[src/rtl/bm_pkg.sv]
package bm_pkg;
  localparam int NM = 4;
  localparam int NS = 4;
  localparam int MW = 2;
  localparam int SW = 2;
  localparam int NO_ACCESS = 7;

  localparam int M_ICODE = 0;
  localparam int M_DCODE = 1;
  localparam int M_SBUS  = 2;
  localparam int M_DMA   = 3;

  localparam int S_FLASH  = 0;
  localparam int S_ROM    = 1;
  localparam int S_SRAM   = 2;
  localparam int S_PERIPH = 3;

  // rank 0 is the strongest; NO_ACCESS marks a forbidden pair
  function automatic int rank(input int s, input int m);
    int r;
    r = NO_ACCESS;
    case (s)
      S_FLASH:  case (m) M_DMA: r = 0; M_DCODE: r = 1; M_ICODE: r = 2; default: r = NO_ACCESS; endcase
      S_ROM:    case (m) M_DCODE: r = 0; M_ICODE: r = 1; default: r = NO_ACCESS; endcase
      S_SRAM:   case (m) M_DMA: r = 0; M_DCODE: r = 1; M_SBUS: r = 2; M_ICODE: r = 3; default: r = NO_ACCESS; endcase
      S_PERIPH: case (m) M_DMA: r = 0; M_SBUS: r = 1; default: r = NO_ACCESS; endcase
      default:  r = NO_ACCESS;
    endcase
    return r;
  endfunction
endpackage

[src/rtl/bm_port.sv]
module bm_port
  import bm_pkg::*;
#(
  parameter int AW       = 32,
  parameter int BANK_BIT = 17,
  parameter int MID      = 0
) (
  input  logic [AW-1:0] addr,
  input  logic          secure_en,
  input  logic          ip_prot_en,
  output logic [SW-1:0] slv,
  output logic          ok
);
  localparam int TOP_LSB = AW - 8;

  logic [7:0] region;
  logic       hit;
  logic       code_alias;

  assign region = addr[AW-1:TOP_LSB];

  always_comb begin
    hit        = 1'b1;
    code_alias = 1'b0;
    slv        = SW'(S_FLASH);
    case (region)
      8'h00: slv = SW'(S_FLASH);
      8'h01: begin slv = SW'(S_SRAM); code_alias = 1'b1; end
      8'h02: slv = SW'(S_ROM);
      8'h20: slv = SW'(S_SRAM);
      8'h40: slv = SW'(S_PERIPH);
      default: hit = 1'b0;
    endcase
  end

  always_comb begin
    ok = hit && (rank(int'(slv), MID) != NO_ACCESS);
    if (MID == M_DMA && code_alias)
      ok = 1'b0;
    if (MID == M_DMA && slv == SW'(S_FLASH) && secure_en && ip_prot_en && !addr[BANK_BIT])
      ok = 1'b0;
    if (MID == M_DCODE && slv == SW'(S_FLASH) && secure_en)
      ok = 1'b0;
  end
endmodule

[src/rtl/bm_slave_arb.sv]
module bm_slave_arb
  import bm_pkg::*;
#(
  parameter int SID = 0
) (
  input  logic                   clk,
  input  logic                   rst,
  input  logic [NM-1:0]          m_req,
  input  logic [NM-1:0][SW-1:0]  m_tgt,
  input  logic [NM-1:0]          m_ok,
  output logic                   own_vld,
  output logic [MW-1:0]          own_idx
);
  logic [NM-1:0] want;
  logic          hold;
  logic          found;
  logic [MW-1:0] pick_idx;

  always_comb begin
    for (int m = 0; m < NM; m++)
      want[m] = m_req[m] && m_ok[m] && (m_tgt[m] == SW'(SID));
  end

  assign hold = own_vld && want[own_idx];

  always_comb begin
    found    = 1'b0;
    pick_idx = '0;
    for (int lvl = 0; lvl < NM; lvl++)
      for (int m = 0; m < NM; m++)
        if (!found && want[m] && rank(SID, m) == lvl) begin
          found    = 1'b1;
          pick_idx = MW'(m);
        end
  end

  always_ff @(posedge clk) begin
    if (rst) begin
      own_vld <= 1'b0;
      own_idx <= '0;
    end else if (!hold) begin
      own_vld <= found;
      own_idx <= pick_idx;
    end
  end


  hold_owner_chk: assert property (@(posedge clk) disable iff (rst)
    hold |=> (own_vld && own_idx == $past(own_idx)));


  owner_allowed_chk: assert property (@(posedge clk) disable iff (rst)
    own_vld |-> (rank(SID, int'(own_idx)) != NO_ACCESS));


  handoff_chk: assert property (@(posedge clk) disable iff (rst)
    (!hold && (|want)) |=> own_vld);
endmodule

[src/rtl/bus_matrix.sv]
module bus_matrix
  import bm_pkg::*;
#(
  parameter int AW       = 32,
  parameter int BANK_BIT = 17
) (
  input  logic             clk,
  input  logic             rst,
  input  logic             secure_en,
  input  logic             ip_prot_en,
  input  logic [NM-1:0]    m_req,
  input  logic [NM*AW-1:0] m_addr,
  output logic [NM-1:0]    m_grant,
  output logic [NM-1:0]    m_err,
  output logic [NS-1:0]    s_sel,
  output logic [NS*MW-1:0] s_owner
);
  logic [NM-1:0][SW-1:0] tgt;
  logic [NM-1:0]         ok;
  logic [NS-1:0]         vld;
  logic [NS-1:0][MW-1:0] idx;
  logic [NM-1:0][NS-1:0] hold_map;

  genvar gm, gs;
  generate
    for (gm = 0; gm < NM; gm++) begin : g_port
      bm_port #(.AW(AW), .BANK_BIT(BANK_BIT), .MID(gm)) u_port (
        .addr      (m_addr[gm*AW +: AW]),
        .secure_en (secure_en),
        .ip_prot_en(ip_prot_en),
        .slv       (tgt[gm]),
        .ok        (ok[gm])
      );
    end
    for (gs = 0; gs < NS; gs++) begin : g_arb
      bm_slave_arb #(.SID(gs)) u_arb (
        .clk    (clk),
        .rst    (rst),
        .m_req  (m_req),
        .m_tgt  (tgt),
        .m_ok   (ok),
        .own_vld(vld[gs]),
        .own_idx(idx[gs])
      );
      assign s_owner[gs*MW +: MW] = idx[gs];
    end
  endgenerate

  always_comb begin
    for (int m = 0; m < NM; m++)
      for (int s = 0; s < NS; s++)
        hold_map[m][s] = vld[s] && (idx[s] == MW'(m));
  end

  always_comb begin
    for (int m = 0; m < NM; m++)
      m_grant[m] = |hold_map[m];
  end

  assign s_sel = vld;

  always_ff @(posedge clk) begin
    if (rst) m_err <= '0;
    else     m_err <= m_req & ~ok;
  end

  generate
    for (gm = 0; gm < NM; gm++) begin : g_chk

      err_no_grant_chk: assert property (@(posedge clk) disable iff (rst)
        (m_req[gm] && !ok[gm]) |=> (m_err[gm] && !m_grant[gm]));

      one_slave_chk: assert property (@(posedge clk) disable iff (rst)
        $onehot0(hold_map[gm]));
    end
  endgenerate
endmodule

[config.mk]
export PLATFORM = sky130hd
export DESIGN_NAME = bus_matrix
export DESIGN_NICKNAME = d
export VERILOG_FILES = /design/src/rtl/bm_pkg.sv /design/src/rtl/bm_port.sv /design/src/rtl/bm_slave_arb.sv /design/src/rtl/bus_matrix.sv
export SDC_FILE = /design/constraint.sdc
export NUM_CORES = 1
export LEC_CHECK = 0
export ABC_CLOCK_PERIOD_IN_PS = 1500
export BUFFER_PORTS_ARGS = -buffer_cell sky130_fd_sc_hd__buf_2
export CORE_ASPECT_RATIO = 0.5
export CORE_UTILIZATION = 29
export CTS_BUF_LIST = sky130_fd_sc_hd__clkbuf_2
export CTS_CLUSTER_DIAMETER = 80
export CTS_CLUSTER_SIZE = 16
export DETAILED_ROUTE_END_ITERATION = 12
export GPL_ROUTABILITY_DRIVEN = 0
export GPL_TIMING_DRIVEN = 0
export PLACE_DENSITY = 0.83
export SYNTH_ARGS = -nofsm -noshare
export SYNTH_HDL_FRONTEND = slang
export SYNTH_SLANG_ARGS = --single-unit
[constraint.sdc]
create_clock -name clk -period 1.5 [get_ports clk]
set_input_delay 0.15 -clock clk [delete_from_list [all_inputs] [get_ports clk]]
set_output_delay 0.15 -clock clk [all_outputs]
set_load 0.05 [all_outputs]
==> impl_metrics.tcl, run 1 <==
set metrics [dict create \
    fmax_mhz 681 \
    track_usage_pct 15.8 \
    layout_min_cycle_time_ns 1.47 \
    crit_path_end_kind "output port" \
    drive_gt1_share_pct 49.4 \
    rr_startpoint "g_arb[0].u_arb.own_idx[1]" \
    final_common_cell "buf_2" \
    synth_fp_nets 248 \
    skew_ns 0.000268 \
    path_cells "nor3b_4, or3_1, buf_6" \
    p_sw_mw 0.214 \
    cap_violations 0 \
    drt.antenna.violating_nets 0 \
    yosysWarnings 0 \
    n_antenna_cell 0 \
    routed_wl_um 2580 \
    p_total_mw 0.721 \
    clock-root-buffer "clkbuf_2" \
    area_growth_pct 41.8 \
    htreeDepth 1 \
    setup_slack_ns 0.0322 \
    fill_cells 301 \
    cp-startpoint "g_arb[0].u_arb.own_vld" \
    row_count 14 \
    cts.sinks 14 \
    start_util_pct 31.1 \
    core_um2 3070 \
    ys_ff_latch 14 \
    dpl.hpwl_um 2200 \
    combPwrFrac_pct 24.7 \
    min_from "rst" \
    antenna_found_initial 0 \
    slew_violations 0 \
    status "completed" \
    critPathMaxFanout 5 \
    grt_pass1_wl_um 4500 \
    p_seq_share_pct 52.7 \
    pre_cts_ws_ns -0.0132 \
    final.period_utilization_pct 97.9 \
    cts_buffer_depth 2 \
    arrival_ns 1.32 \
    vias 1059 \
    start_kind "flip-flop" \
    path_buf_inv 1 \
    nets 312 \
    grt_max_degree 11 \
    min_path_type "primary input to flip-flop" \
    cts.clk_slew.worst_paths_ns 0.12 \
    die_x_um 83.0 \
    cts-buffers-inserted 3 \
    drt_first_iter_violations 66 \
    ys_seq_area_share_pct 29.4 \
    internal-power_mw 0.507 \
    leakage_nw 0.624 \
    powerDensity_nw_per_um2 534 \
    swShare_pct 29.7 \
    final_cell_mix "buf_2, nor2_1, nand2_1" \
    hold_violations 0 \
    critPathKind "flip-flop to output port" \
    critPathTopFamily "simple AND/OR/NAND/NOR gates" \
    syn_inst 112 \
    grt_setup_unrepaired "no" \
    synth_area_um2 952 \
    drc 0 \
    die_area_um2 3530 \
    viasPerCell 4.95 \
    hold_buffers 0 \
    wl_per_cell_um 12.0 \
    ir_worst_vdd_v 0.000219 \
    critPathSlowestCell "dfxtp_2" \
    die_h_um 42.5 \
    ios 156 \
    avgSynthCellArea_um2 8.50 \
    post_cts_buffers 0 \
    io_buffers 59 \
    clock_latency_ns 0.27 \
    finalSetupViolCount 0 \
    cts_tree "built" \
    grt_pass1_vias 1016 \
    clkPwrFrac_pct 22.6 \
    slowest_delay_ns 0.36 \
    crit_required_ns 1.35 \
    first_pass_iters 4 \
    synth_cell_type_count 43 \
    grt_overflow 0 \
]
stage by stage:
stage	instance area, um^2	hold WS, ns	instances	util, %	TNS, ns
final	1350	0.0728	214	44.0	0
after global routing	1350	0.0828	214	44.0	0
after CTS	1330	0.0681	214	43.5	0
after detailed placement	1300	0.361	211	42.4	-0.0132
after global placement	1300	0.363	211	42.4	-0.00956
after floorplan	956	0.211	112	-	0
cells by family after synthesis:
kind of cell / Yosys count / synth area share [%]
buf+inv: 9 / 5.91
flops: 14 / 29.4
compound gates: 18 / 13.4
fa+ha+maj: 1 / 1.05
simple gates: 64 / 45.2
xor+xnor: 5 / 4.60
other cells: 1 / 0.394
sequential cells by signal (all words and copies together), names as in the netlist:
signal / cells
g_arb.u_arb.own_vld: 3
g_arb.u_arb.own_idx: 7
m_err: 4
power groups by stage:
stage                     clock network (mW)  registers, mW  logic (mW)
after floorplan                            0          0.411      0.0669
after global placement                     0          0.389       0.172
after detailed placement                   0          0.389       0.178
after CTS                              0.163          0.380       0.178
after global routing                   0.177          0.381       0.195
final                                  0.163          0.380       0.178
worst reg2reg max path, cell delays in order, from the launching register on:
cell and delay [ns]:
dfxtp_2 0.40, nand3b_1 0.18, nor2_1 0.09, a2111oi_2 0.27
synth_stat cells (all sizes together):
| cell type | number | share of area [%] |
|---|---|---|
| dfxtp | 14 | 29 |
| nor2 | 12 | 4.7 |
| nand2 | 9 | 3.5 |
| buf | 6 | 4.7 |
| a21oi | 4 | 2.1 |
| nand3 | 4 | 2.1 |
| nand3b | 4 | 3.5 |
| nor2b | 4 | 2.6 |
| nor3 | 4 | 2.1 |
| nor3b | 4 | 3.2 |
| nor4 | 4 | 6.4 |
| nand4 | 3 | 2.0 |
| nor4b | 3 | 4.3 |
| o21ai | 3 | 1.6 |
| or3 | 3 | 2.0 |
| xor2 | 3 | 2.8 |
| a221oi | 2 | 1.8 |
| a31oi | 2 | 1.3 |
| and3 | 2 | 1.3 |
| inv | 2 | 0.79 |
| or4 | 2 | 2.4 |
| xnor2 | 2 | 1.8 |
| a2111oi | 1 | 1.6 |
| a211oi | 1 | 0.79 |
| a21boi | 1 | 0.79 |
| a311oi | 1 | 0.92 |
| a32oi | 1 | 0.92 |
| and2 | 1 | 0.66 |
| and3b | 1 | 0.92 |
| and4 | 1 | 0.92 |
| clkbuf | 1 | 0.39 |
| conb | 1 | 0.39 |
| maj3 | 1 | 1.1 |
| nand2b | 1 | 0.66 |
| nand4b | 1 | 0.92 |
| o211ai | 1 | 0.79 |
| o21bai | 1 | 0.79 |
| or2b | 1 | 0.92 |
timing repair:
| action | CTS | global route |
|---|---|---|
| resized for setup | 5 | 6 |
| pin swaps | 0 | 1 |
| setup endpoints to repair | 2 | 2 |
final timing paths:
kind	endpoint	slack (ns)	depth (start not counted)
worst max register to register	g_arb[0].u_arb.own_idx[1]	0.46	3
worst max-delay path	m_grant[0]	0.03	3
worst min register to register	g_arb[3].u_arb.own_idx[0]	0.63	2
worst min-delay path	g_arb[0].u_arb.own_idx[1]	0.07	2
metal layers:
| layer | global-route usage, % | vias to the layer above | share of wire, % |
|---|---|---|---|
| li1 | - | 536 | - |
| met1 | 18.2 | 480 | 41 |
| met2 | 29.2 | 37 | 51 |
| met3 | 2.95 | 6 | 5.5 |
| met4 | 6.55 | 0 | 2.1 |
| met5 | 0 | - | 0 |
cell type report:
| class | instances | area (um^2) | area share, % |
|---|---|---|---|
| timing repair buffer | 59 | 308 | 22.8 |
| buffer | 7 | 48.8 | 3.61 |
| tap | 40 | 50.0 | 3.71 |
| clock buffer | 3 | 15.0 | 1.11 |
| inverter | 2 | 7.51 | 0.556 |
| multi-input combinational | 89 | 632 | 46.8 |
| sequential | 14 | 289 | 21.4 |
(Power assumes the default switching activity.)
==> inputs of run 2 (changes only) <==
--- a/config.mk
+++ b/config.mk
@@ -16,6 +16,7 @@
 export GPL_ROUTABILITY_DRIVEN = 0
 export GPL_TIMING_DRIVEN = 0
 export PLACE_DENSITY = 0.83
+export RECOVER_POWER = 50
 export SYNTH_ARGS = -nofsm -noshare
 export SYNTH_HDL_FRONTEND = slang
 export SYNTH_SLANG_ARGS = --single-unit
==> run 2 against run 1 <==
Cell count unchanged. Clock skew about the same. Via count increased by 1.1%. Clock power about the same. Sequential power about the same. Worst hold slack about the same. Final area decreased by 2.1%. Setup slack got worse by 0.0014 ns. Global-route usage unchanged. Sequential cell count unchanged. Sequential share of layout area increased by 0.47 points. Largest cell class unchanged.
==> impl_metrics.tcl, run 2 (synthesized netlist as in run 1, its figures left out) <==
set metrics [dict create \
    regMostFlops "g_arb.u_arb.own_idx" \
    ios 156 \
    track_usage_pct 15.8 \
    drc 0 \
    leakage_nw 0.574 \
    reg2reg_to "g_arb[0].u_arb.own_idx[1]" \
    first_pass_iters 4 \
    io_buffers 59 \
    row_count 14 \
    skew_ns 0.000268 \
    routed_wl_um 2590 \
    area_growth_pct 38.8 \
    critPathTopFamily "simple AND/OR/NAND/NOR gates" \
    r2r_slack_ns 0.46 \
    drt_first_iter_violations 62 \
    cts_tree "built" \
    p_total_mw 0.716 \
    cts-buffers-inserted 3 \
    hold_violations 0 \
    wl_met2_um 1330 \
    largestRegisters "g_arb.u_arb.own_idx: 7 flops, m_err: 4 flops, g_arb.u_arb.own_vld: 3 flops" \
    clock_latency_ns 0.27 \
    htreeDepth 1 \
    whs_path_depth 2 \
    timing.slew.headroom_pct 59.5 \
    path_cells "nor3b_4, or3_1, buf_6" \
    vias 1071 \
    reg2reg_depth 3 \
    critPathSlowestCell "dfxtp_2" \
    wl_met1_um 1050 \
    cts.clk_slew.worst_paths_ns 0.12 \
    core_um2 3070 \
    swShare_pct 29.8 \
    worst_pin_slew_ns 0.610 \
    powerDensity_nw_per_um2 542 \
    final.period_utilization_pct 97.9 \
    post-route-util_pct 43.1 \
    grt_setup_unrepaired "no" \
    cts_buffer_depth 2 \
    nets 312 \
    arrival_ns 1.32 \
    grt_pass1_vias 1016 \
    slowest_delay_ns 0.36 \
    hold_buffers 0 \
    finalSetupViolCount 0 \
    final_cell_mix "buf_2, clkbuf_1, nor2_1" \
    min_path_type "primary input to flip-flop" \
    largest_reg_flops 7 \
    post_cts_buffers 0 \
    die_h_um 42.5 \
    grt_overflow 0 \
    fmax_mhz 681 \
    die_x_um 83.0 \
    drive_gt1_share_pct 40.8 \
    layout_min_cycle_time_ns 1.47 \
    rr_startpoint "g_arb[0].u_arb.own_idx[1]" \
    viasPerCell 5.00 \
    crit_required_ns 1.35 \
    combPwrFrac_pct 24.1 \
    start_util_pct 31.1 \
    die_area_um2 3530 \
    wl_per_cell_um 12.1 \
    p_seq_share_pct 53.1 \
    drt.antenna.violating_nets 0 \
    slew_violations 0 \
    min_to "g_arb[0].u_arb.own_idx[1]" \
    critPathMaxFanout 5 \
    n_antenna_cell 0 \
    cts.sinks 14 \
    dpl.hpwl_um 2200 \
    min_from "rst" \
    cap_violations 0 \
    crit_path_end_kind "output port" \
    start_kind "flip-flop" \
    status "completed" \
    antenna_found_initial 0 \
    critPathKind "flip-flop to output port" \
    internal-power_mw 0.503 \
    path_buf_inv 1 \
    grt_pass1_wl_um 4500 \
    ir_worst_vdd_v 0.000220 \
    top_layer "met4" \
    cp-startpoint "g_arb[0].u_arb.own_vld" \
    p_sw_mw 0.214 \
    clkPwrFrac_pct 22.8 \
    met3_length_um 156 \
    clock-root-buffer "clkbuf_2" \
    grt_max_degree 11 \
    final_common_cell "buf_2" \
]
## run 2: power by group through the flow
stage | Sequential (mW) | Clock [mW] | Combinational (mW)
2_1_floorplan | 0.411 | 0 | 0.0669
3_3_place_gp | 0.389 | 0 | 0.172
3_5_place_dp | 0.389 | 0 | 0.178
4_1_cts | 0.380 | 0.163 | 0.178
5_1_grt | 0.381 | 0.177 | 0.189
6_report | 0.380 | 0.164 | 0.172
## run 2: repair_timing
| item | 4_1_cts | 5_1_grt |
|---|---|---|
| pin swaps | 0 | 1 |
| endpoints found under the setup margin | 2 | 2 |
| cloned | 0 | 0 |
| resized for setup | 5 | 6 |
## run 2: worst max-delay path by stage
stage                     cells after the start                         to  slack (ns)
final                                         3                 m_grant[0]        0.03
after global routing                          3                 m_grant[0]       0.008
after CTS                                     3                 m_grant[2]       0.002
after detailed placement                      5  g_arb[2].u_arb.own_idx[0]       -0.01
after global placement                        5  g_arb[2].u_arb.own_idx[0]       -0.01
after floorplan                               2                 m_grant[2]        0.01
## run 2: per-stage QoR
stage / instances / hold WS, ns / setup TNS, ns / area [um^2] / worst slack [ns]
floorplan: 112 / 0.211 / 0 / 956 / 0.0144
global placement: 211 / 0.363 / -0.00956 / 1300 / -0.00956
detailed placement: 211 / 0.361 / -0.0132 / 1300 / -0.0132
CTS: 214 / 0.0681 / 0 / 1330 / 0.00238
global route: 214 / 0.0828 / 0 / 1320 / 0.00751
finish: 214 / 0.0724 / 0 / 1320 / 0.0308
## run 2: layer usage
layer	vias up	global-route usage, %
met3	6	2.95
li1	539	-
met1	487	18.2
met2	39	29.2
met5	-	0
met4	0	6.55
## run 2: area by class of cell
class	instances	area, um^2
buffer	7	48.8
clock buffer	3	15.0
fill	310	1740
inverter	2	7.51
multi-input combinational	89	618
sequential	14	289
tap	40	50.0
timing repair buffer	59	293
## run 2: worst reg2reg max path: cells and delay by family (launching register included)
kind               cells  cell delay (ns)
DFF                    1             0.40
and+or+nand+nor        2             0.27
AOI/OAI and AO/OA      1             0.27
==> inputs of run 3 (changes only) <==
--- a/config.mk
+++ b/config.mk
@@ -5,17 +5,17 @@
 export SDC_FILE = /design/constraint.sdc
 export NUM_CORES = 1
 export LEC_CHECK = 0
-export ABC_CLOCK_PERIOD_IN_PS = 1500
+export ABC_CLOCK_PERIOD_IN_PS = 1300
 export BUFFER_PORTS_ARGS = -buffer_cell sky130_fd_sc_hd__buf_2
 export CORE_ASPECT_RATIO = 0.5
-export CORE_UTILIZATION = 29
+export CORE_UTILIZATION = 26
 export CTS_BUF_LIST = sky130_fd_sc_hd__clkbuf_2
 export CTS_CLUSTER_DIAMETER = 80
 export CTS_CLUSTER_SIZE = 16
 export DETAILED_ROUTE_END_ITERATION = 12
 export GPL_ROUTABILITY_DRIVEN = 0
 export GPL_TIMING_DRIVEN = 0
-export PLACE_DENSITY = 0.83
+export PLACE_DENSITY = 0.79
 export RECOVER_POWER = 50
 export SYNTH_ARGS = -nofsm -noshare
 export SYNTH_HDL_FRONTEND = slang
==> constraint.sdc (replaced) <==
create_clock -name clk -period 1.3 [get_ports clk]
set_input_delay 0.13 -clock clk [delete_from_list [all_inputs] [get_ports clk]]
set_output_delay 0.13 -clock clk [all_outputs]
set_load 0.05 [all_outputs]
==> run 3 against run 2 <==
The flow now finishes with violations (setup timing). Global-route usage fell by 1.9 points. Die area rose by 11%. Non-clock buffer count rose by 6. Sequential cell count did not move. Setup slack got worse by 0.19 ns. Via count rose by 2.7%. Critical path type unchanged.
==> impl_metrics.tcl, run 3 (synthesized netlist as in run 1, its figures left out) <==
set metrics [dict create \
    dpl.hpwl_um 2160 \
    htreeDepth 1 \
    vias 1100 \
    setup_slack_ns -0.161 \
    wl_per_cell_um 11.6 \
    final.period_utilization_pct 112 \
    hold_violations 0 \
    start_kind "flip-flop" \
    drt_first_iter_violations 55 \
    n_antenna_cell 0 \
    routed_wl_um 2690 \
    crit_required_ns 1.17 \
    grt_overflow 0 \
    io_buffers 59 \
    skew_ns 0.000158 \
    finalSetupViolCount 5 \
    clock_latency_ns 0.27 \
    path_buf_inv 1 \
    clock-root-buffer "clkbuf_2" \
    row_count 15 \
    regMostFlops "g_arb.u_arb.own_idx" \
    grt_max_degree 11 \
    antenna_found_initial 0 \
    path_cells "nor3b_4, or3_4, buf_8" \
    stdcell_count 232 \
    leakage_nw 0.656 \
    start_util_pct 27.4 \
    die_area_um2 3920 \
    status "finished, violations left" \
    critPathTopFamily "simple AND/OR/NAND/NOR gates" \
    fill_cells 345 \
    area_growth_pct 52.0 \
    setup_tns_ns -0.302 \
    arrival_ns 1.33 \
    min_path_type "primary input to flip-flop" \
    largestRegisters "g_arb.u_arb.own_idx: 7 flops, m_err: 4 flops, g_arb.u_arb.own_vld: 3 flops" \
    core_um2 3470 \
    powerDensity_nw_per_um2 585 \
    final_common_cell "buf_2" \
    largest_reg_flops 7 \
    ir_worst_vdd_v 0.000176 \
    ios 156 \
    post-route-util_pct 41.7 \
    cts-buffers-inserted 3 \
    cts_buffer_depth 2 \
    drc 0 \
    placedCellCount 222 \
    grt_pass1_wl_um 4260 \
    cap_violations 0 \
    die_h_um 44.8 \
    first_pass_iters 4 \
    drive_gt1_share_pct 52.5 \
    hold_buffers 0 \
    violations "setup timing" \
    cts.clk_slew.worst_paths_ns 0.15 \
    cts.sinks 14 \
    track_usage_pct 13.9 \
    die_x_um 87.6 \
    final_cell_mix "buf_2, buf_4, nor2_1" \
    cts_tree "built" \
    critPathSlowestCell "dfxtp_2" \
    nets 318 \
    slew_violations 0 \
    layout_min_cycle_time_ns 1.46 \
    viasPerCell 4.74 \
    grt_pass1_vias 1016 \
    slowest_delay_ns 0.37 \
    pre_cts_ws_ns -0.180 \
    fmax_mhz 684 \
    critPathMaxFanout 4 \
    critPathKind "flip-flop to output port" \
    grt_setup_unrepaired "yes" \
    crit_path_end_kind "output port" \
    r2r_slack_ns 0.25 \
    drt.antenna.violating_nets 0 \
]
-- run 3: changes by cell type in the layout (fill, tap and decap cells not counted), sizes merged --
| cell | delta |
|---|---|
| buf | +11 |
| clkbuf | -5 |
| clkinv | +1 |
-- run 3: what timing repair did --
item | 4_1_cts | 5_1_grt
endpoints found under the setup margin | 3 | 4
pin swaps | 1 | 2
setup buffers | 4 | 2
resized for setup | 16 | 6
-- run 3: final timing paths --
check | start | end | cells past startpoint
worst min-delay path | rst | g_arb[0].u_arb.own_idx[1] | 2
worst max register to register | g_arb[0].u_arb.own_vld | g_arb[0].u_arb.own_idx[1] | 4
worst max-delay path | g_arb[0].u_arb.own_vld | m_grant[0] | 3
worst min register to register | g_arb[3].u_arb.own_idx[0] | g_arb[3].u_arb.own_idx[0] | 3
-- run 3: per-stage QoR --
step | power (mW) | hold slack [ns] | area [um^2]
finish | 0.847 | 0.0440 | 1450
global route | 0.885 | 0.0395 | 1450
CTS | 0.847 | 0.0462 | 1430
detailed placement | 0.653 | 0.349 | 1330
global placement | 0.645 | 0.344 | 1330
floorplan | 0.551 | 0.191 | 970
-- run 3: routing by layer --
metal / GRT usage (%) / wire [um] / vias up
met5: 0 / 0 / -
met4: 4.26 / 25 / 0
met3: 2.38 / 154 / 2
met2: 26.7 / 1400 / 32
met1: 16.1 / 1110 / 515
li1: - / - / 551
-- run 3: final cells by class --
cell class	count	area (um^2)	share of cell area [%]
Multi-Input combinational cell	89	641	44.3
Timing Repair Buffer	65	372	25.7
Sequential cell	14	297	20.5
Tap cell	51	63.8	4.41
Buffer	7	48.8	3.37
Clock buffer	3	15.0	1.04
Inverter	2	7.51	0.519
Clock inverter	1	3.75	0.259
-- run 3: report_power, final --
part	internal [mW]	switching, mW
combinational	0.0845	0.118
clock	0.0669	0.143
sequential	0.432	0.00242
total	0.584	0.263
